<file path="src/rtl/oe_pin_pkg.sv">
`timescale 1ns/1ps
package oe_pin_pkg;

  localparam int NUM_PINS = 3;
  localparam int NUM_OUT  = 4;
  localparam int OUT_SE1  = 0;
  localparam int OUT_SE2  = 1;
  localparam int OUT_SE3  = 2;
  localparam int OUT_DIFF = 3;

  typedef enum logic [1:0] {
    P1_SE_EN = 2'd0,
    P1_PWRDN = 2'd1,
    P1_SAVE  = 2'd2,
    P1_FSEL  = 2'd3
  } pin1_role_e;

  typedef enum logic [1:0] {
    P2_SE_EN   = 2'd0,
    P2_DIFF_EN = 2'd1,
    P2_SAVE    = 2'd2,
    P2_RSTOUT  = 2'd3
  } pin2_role_e;

  typedef enum logic [1:0] {
    P3_SE_EN = 2'd0,
    P3_SAVE  = 2'd1,
    P3_FSEL  = 2'd2,
    P3_NONE  = 2'd3
  } pin3_role_e;

  typedef struct packed {
    logic               pd_n;
    logic [NUM_OUT-1:0] pen;
    logic [NUM_OUT-1:0] save;
    logic [1:0]         fsel;
    logic               rst_oe;
    logic               rst_lvl;
  } pin_terms_t;

endpackage

</file>
<file path="src/rtl/oe_sync.sv">
`timescale 1ns/1ps
module oe_sync #(
  parameter int   WIDTH   = 1,
  parameter int   STAGES  = 2,
  parameter logic RST_VAL = 1'b0
) (
  input  logic             clk,
  input  logic             rst_n,
  input  logic [WIDTH-1:0] d,
  output logic [WIDTH-1:0] q
);

  logic [WIDTH-1:0] stage_q [STAGES];
  logic [WIDTH-1:0] stage_d [STAGES];

  generate
    for (genvar s = 0; s < STAGES; s++) begin : g_stage
      if (s == 0) begin : g_first
        always_comb stage_d[s] = d;
      end else begin : g_next
        always_comb stage_d[s] = stage_q[s-1];
      end

      always_ff @(posedge clk or negedge rst_n) begin
        if (!rst_n) stage_q[s] <= {WIDTH{RST_VAL}};
        else        stage_q[s] <= stage_d[s];
      end
    end
  endgenerate

  assign q = stage_q[STAGES-1];

endmodule

</file>
<file path="src/rtl/oe_role_decode.sv">
`timescale 1ns/1ps
module oe_role_decode
  import oe_pin_pkg::*;
(
  input  logic [NUM_PINS-1:0] pin_s,
  input  pin1_role_e          role1,
  input  pin2_role_e          role2,
  input  pin3_role_e          role3,
  input  logic                rst_req,
  output pin_terms_t          terms
);

  always_comb begin
    terms         = '0;
    terms.pd_n    = 1'b1;
    terms.pen     = '1;
    terms.save    = '1;
    terms.fsel    = 2'b00;
    terms.rst_oe  = 1'b0;
    terms.rst_lvl = 1'b1;

    unique case (role1)
      P1_SE_EN: terms.pen[OUT_SE1]  = pin_s[0];
      P1_PWRDN: terms.pd_n          = pin_s[0];
      P1_SAVE:  terms.save[OUT_SE1] = pin_s[0];
      P1_FSEL:  terms.fsel[0]       = pin_s[0];
      default:  terms.pd_n          = 1'b1;
    endcase

    unique case (role2)
      P2_SE_EN:   terms.pen[OUT_SE2]  = pin_s[1];
      P2_DIFF_EN: terms.pen[OUT_DIFF] = pin_s[1];
      P2_SAVE:    terms.save[OUT_SE2] = pin_s[1];
      P2_RSTOUT: begin
        terms.rst_oe  = 1'b1;
        terms.rst_lvl = ~rst_req;
      end
      default:    terms.rst_oe = 1'b0;
    endcase

    unique case (role3)
      P3_SE_EN: terms.pen[OUT_SE3]  = pin_s[2];
      P3_SAVE:  terms.save[OUT_SE3] = pin_s[2];
      P3_FSEL:  terms.fsel[1]       = pin_s[2];
      P3_NONE:  terms.fsel[1]       = 1'b0;
      default:  terms.fsel[1]       = 1'b0;
    endcase
  end

endmodule

</file>
<file path="src/rtl/oe_out_gate.sv">
`timescale 1ns/1ps
module oe_out_gate #(
  parameter int NUM_OUT = 4
) (
  input  logic               pd_n,
  input  logic [NUM_OUT-1:0] reg_oe,
  input  logic [NUM_OUT-1:0] save,
  input  logic [NUM_OUT-1:0] pen,
  output logic [NUM_OUT-1:0] run
);

  generate
    for (genvar i = 0; i < NUM_OUT; i++) begin : g_out
      always_comb begin
        if (!pd_n)           run[i] = 1'b0;
        else if (!reg_oe[i]) run[i] = 1'b0;
        else if (!save[i])   run[i] = 1'b0;
        else                 run[i] = pen[i];
      end
    end
  endgenerate

endmodule

</file>
<file path="src/rtl/oe_pin_ctrl.sv">
`timescale 1ns/1ps
module oe_pin_ctrl
  import oe_pin_pkg::*;
#(
  parameter int SYNC_STAGES = 2,
  parameter int RST_STAGES  = 2
) (
  input  logic       clk,
  input  logic       rst_n,
  input  logic [2:0] pin_lvl,
  input  logic [1:0] pin1_role,
  input  logic [1:0] pin2_role,
  input  logic [1:0] pin3_role,
  input  logic [3:0] reg_oe,
  input  logic       lf_en,
  input  logic       tmr_rst_req,
  output logic [3:0] out_run,
  output logic       pwrdn_active,
  output logic [1:0] fsel,
  output logic       rst_pin_drive_en,
  output logic       rst_pin_level,
  output logic       lf_run
);

  logic               rst_int_n;
  logic [NUM_PINS-1:0] pin_s;
  pin_terms_t         terms;
  logic [NUM_OUT-1:0] gate_run;

  logic [NUM_OUT-1:0] run_d;
  logic               pd_d;
  logic [1:0]         fsel_d;
  logic               den_d;
  logic               lvl_d;
  logic               lf_d;

  oe_sync #(.WIDTH(1), .STAGES(RST_STAGES), .RST_VAL(1'b0)) u_rst_sync (
    .clk   (clk),
    .rst_n (rst_n),
    .d     (1'b1),
    .q     (rst_int_n)
  );

  oe_sync #(.WIDTH(NUM_PINS), .STAGES(SYNC_STAGES), .RST_VAL(1'b1)) u_pin_sync (
    .clk   (clk),
    .rst_n (rst_int_n),
    .d     (pin_lvl),
    .q     (pin_s)
  );

  oe_role_decode u_decode (
    .pin_s   (pin_s),
    .role1   (pin1_role_e'(pin1_role)),
    .role2   (pin2_role_e'(pin2_role)),
    .role3   (pin3_role_e'(pin3_role)),
    .rst_req (tmr_rst_req),
    .terms   (terms)
  );

  oe_out_gate #(.NUM_OUT(NUM_OUT)) u_gate (
    .pd_n   (terms.pd_n),
    .reg_oe (reg_oe),
    .save   (terms.save),
    .pen    (terms.pen),
    .run    (gate_run)
  );

  always_comb begin
    run_d  = gate_run;
    pd_d   = ~terms.pd_n;
    fsel_d = terms.fsel;
    den_d  = terms.rst_oe;
    lvl_d  = terms.rst_lvl;
    lf_d   = lf_en;
  end

  always_ff @(posedge clk or negedge rst_int_n) begin
    if (!rst_int_n) begin
      out_run          <= '0;
      pwrdn_active     <= 1'b0;
      fsel             <= 2'b00;
      rst_pin_drive_en <= 1'b0;
      rst_pin_level    <= 1'b1;
      lf_run           <= 1'b0;
    end else begin
      out_run          <= run_d;
      pwrdn_active     <= pd_d;
      fsel             <= fsel_d;
      rst_pin_drive_en <= den_d;
      rst_pin_level    <= lvl_d;
      lf_run           <= lf_d;
    end
  end


  pd_stops_all_chk: assert property (@(posedge clk) disable iff (!rst_int_n)
    pwrdn_active |-> (out_run == '0));


  lf_follows_en_chk: assert property (@(posedge clk) disable iff (!rst_int_n)
    lf_en |=> lf_run);

  generate
    for (genvar i = 0; i < NUM_OUT; i++) begin : g_oe_chk

      reg_oe_stop_chk: assert property (@(posedge clk) disable iff (!rst_int_n)
        !reg_oe[i] |=> !out_run[i]);
    end
  endgenerate


  rstout_drive_chk: assert property (@(posedge clk) disable iff (!rst_int_n)
    (pin2_role == 2'd3) |=> rst_pin_drive_en);


  rstout_level_chk: assert property (@(posedge clk) disable iff (!rst_int_n)
    (pin2_role == 2'd3 && tmr_rst_req) |=> !rst_pin_level);


  rstout_idle_chk: assert property (@(posedge clk) disable iff (!rst_int_n)
    (pin2_role != 2'd3) |=> (!rst_pin_drive_en && rst_pin_level));


  fsel0_unassigned_chk: assert property (@(posedge clk) disable iff (!rst_int_n)
    (pin1_role != 2'd3) |=> !fsel[0]);


  fsel1_unassigned_chk: assert property (@(posedge clk) disable iff (!rst_int_n)
    (pin3_role != 2'd2) |=> !fsel[1]);

endmodule

</file>
<file path="config.mk">
export PLATFORM = sky130hd
export DESIGN_NAME = oe_pin_ctrl
export DESIGN_NICKNAME = d
export VERILOG_FILES = /design/src/rtl/oe_pin_pkg.sv /design/src/rtl/oe_sync.sv /design/src/rtl/oe_role_decode.sv /design/src/rtl/oe_out_gate.sv /design/src/rtl/oe_pin_ctrl.sv
export SDC_FILE = /design/constraint.sdc
export NUM_CORES = 1
export LEC_CHECK = 0
export ABC_AREA = 1
export BUFFER_PORTS_ARGS = -buffer_cell sky130_fd_sc_hd__buf_2
export CAP_MARGIN = 25
export CORE_AREA = 2 2 39 41
export DETAILED_ROUTE_END_ITERATION = 16
export DIE_AREA = 0 0 41 43
export PLACE_DENSITY = 0.73
export SYNTH_ARGS = -nofsm -noshare
export SYNTH_HDL_FRONTEND = slang
export SYNTH_SLANG_ARGS = --single-unit
</file>
<file path="constraint.sdc">
create_clock -name clk -period 1.9 [get_ports clk]
set_clock_uncertainty 0.15 [all_clocks]
set_input_delay 0.19 -clock clk [delete_from_list [all_inputs] [get_ports clk]]
set_output_delay 0.19 -clock clk [all_outputs]
set_load 0.05 [all_outputs]
</file>
* Yosys cells after proc, flatten, opt, wreduce, memory -nomap -nowiden
Index checks and enable logic that the tools add are counted.
** Storage, ports and cells
- Flip-flop bits (word level) :: 18
- Input port bits :: 17
- Output and inout bits :: 10
- Word-level logic and storage cells :: 45
** Cells by class
- Eq/ne operators :: 8
- Mux-type cells :: 22
- Bitwise gates (word level) :: 2
- Reduce and logical (&&, ||, !) cells :: 3
** Operators by type and width (number)
- $mux 1 :: 21
- $eq 2x2->1 const B :: 5
- $eq 2x1->1 const B :: 3
- $logic_not 2->1 :: 3
- $mux 2 :: 1
- $not 1->1 :: 2

* Longest topological paths before layout
- Word-level depth :: 5
- Gate-level depth with buffers :: 4
- Depth with buffers taken out :: 4

* Cells and area by module
From an unflattened synthesis, not the netlist that was laid out.
** Second synthesis, totals
- Cell total of the unflattened synthesis :: 57
- Area total of the unflattened synthesis :: 615.6 µm²
** Modules (own cells, without submodules)
- oe_pin_ctrl :: times used 1, cells each 12, area an instance 259.0 µm², sequential area each 251.5 µm²
- oe_sync at u_pin_sync :: times used 1, cells each 6, area an instance 157.7 µm², sequential area each 157.7 µm²
- oe_role_decode :: times used 1, cells each 25, area an instance 103.8 µm², sequential area each 0.0 µm²
- oe_sync at u_rst_sync :: times used 1, cells each 2, area an instance 50.0 µm², sequential area each 50.0 µm²
- oe_out_gate :: times used 1, cells each 12, area an instance 45.0 µm², sequential area each 0.0 µm²

* Worst setup path before layout
No wires, ideal clock.
- Path type :: flip-flop to output port
- Start :: register rst_pin_level
- End :: output port rst_pin_level
- Data arrival time :: 656 ps
- Data required time :: 1560 ps
- Path slack :: 904 ps
- Stages on the path, launching flop included :: 1
- Path buffers :: 0
- Cell sequence :: dfstp_2
** RTL lines
- start, declared :: RTL line oe_pin_ctrl.sv:21 : output logic rst_pin_level,
- start signal, assigned :: RTL line oe_pin_ctrl.sv:90 : rst_pin_level <= lvl_d;
No word-level cell between the ends.

==> flow_metrics.tcl <==
set metrics [dict create \
    run_status "finished, final reports clean" \
    worstMarginPinSlew_ns 0.585 \
    initial_core_util 0.403 \
    viasPerCell 4.10 \
    ir_worst_vdd_v 0.000548 \
    clkTransAtPathRegs_ns 0.09 \
    drive_above_1_share 0.482 \
    syn_inst 39 \
    cts_setup_buffers 0 \
    clock.fmax_mhz 692 \
    coreArea_um2 1380 \
    cts_resized 0 \
    rows 14 \
    hold_viol 0 \
    synthesis.area_um2 558 \
    utilization 0.654 \
    min_period_ns 1.44 \
    yosysUniqueCellTypes 13 \
    gp_congestion 0.503 \
    period_share 0.760 \
    numPortBuffers 26 \
    avgRoutedWirePerCell_um 9.66 \
    power_density_nw_per_um2 830 \
    cts.path.max_buffers 2 \
    root_buffer "clkbuf_4" \
    reg2reg_depth 3 \
    ys_warn_count 0 \
    p_total_mw 0.751 \
    drtIter0Drc 2 \
    cp-start-kind "input pin" \
    die_h_um 43 \
    clock_sinks 18 \
    grt_pass1_vias 419 \
    drc 0 \
    overflow 0 \
    antenna_found_initial 0 \
    dp_hpwl_um 679 \
    track_usage 0.139 \
    min_path_type "input pin to flop" \
    end_kind "flop" \
    finalWirelength_um 976 \
    rsz0062_at_grt "false" \
    worstHoldPathCells 3 \
    synth_area_per_cell_um2 14.3 \
    dr.pass1.iters 2 \
    grt_max_degree 17 \
    area_growth_pct 62.1 \
    die_w_um 41 \
    fin_hold_ws_ns 0.00916 \
    final_max_slew_viol_count 0 \
    tns_ns 0 \
    drtAntennaViolNets 0 \
    slew_headroom 0.610 \
    grt_first_pass_wirelength_mm 1.53 \
    seq_area_frac_synth 0.823 \
    cts_htree_levels 1 \
    syn_nets 56 \
    placed_cells 81 \
    final_cells 101 \
    numCtsBuffers 3 \
    synth-seq-cells 18 \
    clk_latency_ns 0.28 \
    num-nets-final 103 \
    worstPathArrival_ns 1.47 \
    cap_viol_max_count 0 \
    finalSetupViolations 0 \
    vias 414 \
    critPathRequiredTime_ns 1.92 \
    postCtsHoldBufs 16 \
    io_pins 27 \
    diodes 0 \
    p_leak_nw 0.467 \
    fp.dieArea_um2 1760 \
    crit_type "input pin to flop" \
    critical_path.max_fanout 2 \
    cts_tree "yes" \
]
## path summary, 6_finish.rpt
| path | slack, ns | to | startpoint |
|---|---|---|---|
| max | 0.46 | rst_pin_drive_en | pin2_role[1] |
| min | 0.009 | out_run[1] | reg_oe[1] |
| max reg2reg | 0.47 | fsel[1] | u_pin_sync.q[2] |
| min reg2reg | 0.10 | out_run[1] | u_rst_sync.q |
| max in group asynchronous | 1.12 | fsel[0] | u_rst_sync.q |
| min in group asynchronous | 0.05 | u_rst_sync.stage_d[0] | rst_n |
## where the power goes
group | switching (mW) | internal [mW] | leakage [nW]
clock network | 0.105 | 0.116 | 0.0210
registers | 0.0109 | 0.408 | 0.212
logic | 0.0646 | 0.0459 | 0.235
total | 0.180 | 0.571 | 0.467
## placed cells by master (no fill, tap or decap), drive strengths merged
master        n
buf          26
dlygate4sd3  16
dfrtp        11
dfstp         7
nand2         6
nor2          6
inv           4
clkbuf        4
o21ai         2
nand3         1
a21boi        1
conb          1
## metal layers
metal	track usage	routed length, um	vias up	part of all wire
li1	-	-	208	-
met3	0.0314	72	2	0.074
met1	0.123	377	185	0.39
met4	0.120	15	0	0.015
met2	0.238	511	19	0.52
met5	0	0	-	0
## cell families after synthesis
kind of cell,count (synthesis),synth area share
flops,18,0.823
simple gates,13,0.112
buf+inv,4,0.0269
compound gates,3,0.0314
other cells,1,0.00672
## layout make-up
type	instances	area [um2]
fillers	106	479
clock buffers	4	36.3
multi-input cells	17	83.8
inverters	4	15.0
well taps	16	20.0
flip-flops and latches	18	459
repair buffers	42	290
## stage by stage
stage | instance area, um2 | setup slack (ns)
2_1_floorplan | 558 | 0.904
5_1_grt | 905 | 0.420
3_3_place_gp | 708 | 0.825
3_5_place_dp | 708 | 0.824
4_1_cts | 905 | 0.453
6_report | 905 | 0.456
## cells in the mapped netlist
| master | n | share of area |
|---|---|---|
| a21boi_1 | 1 | 0.013 |
| conb_1 | 1 | 0.0067 |
| dfrtp_1 | 11 | 0.49 |
| dfstp_2 | 7 | 0.33 |
| inv_1 | 3 | 0.020 |
| inv_2 | 1 | 0.0067 |
| nand2_1 | 5 | 0.034 |
| nand2_2 | 1 | 0.011 |
| nand3_1 | 1 | 0.0090 |
| nor2_1 | 4 | 0.027 |
| nor2_2 | 1 | 0.011 |
| nor2_4 | 1 | 0.020 |
| o21ai_0 | 2 | 0.018 |
## state kept, by name, indices dropped and copies added, names as in the netlist
signal	flops
out_run	4
u_pin_sync.q	3
u_pin_sync.stage_d	3
fsel	2
lf_run	1
pwrdn_active	1
rst_pin_drive_en	1
rst_pin_level	1
u_rst_sync.q	1
u_rst_sync.stage_d	1
## critical path: stages
cell	delay (ns)
dlygate4sd3_1	0.53
buf_2	0.12
nand2_1	0.05
inv_1	0.04
dlygate4sd3_1	0.54
Power figures use the tool's default switching activity.
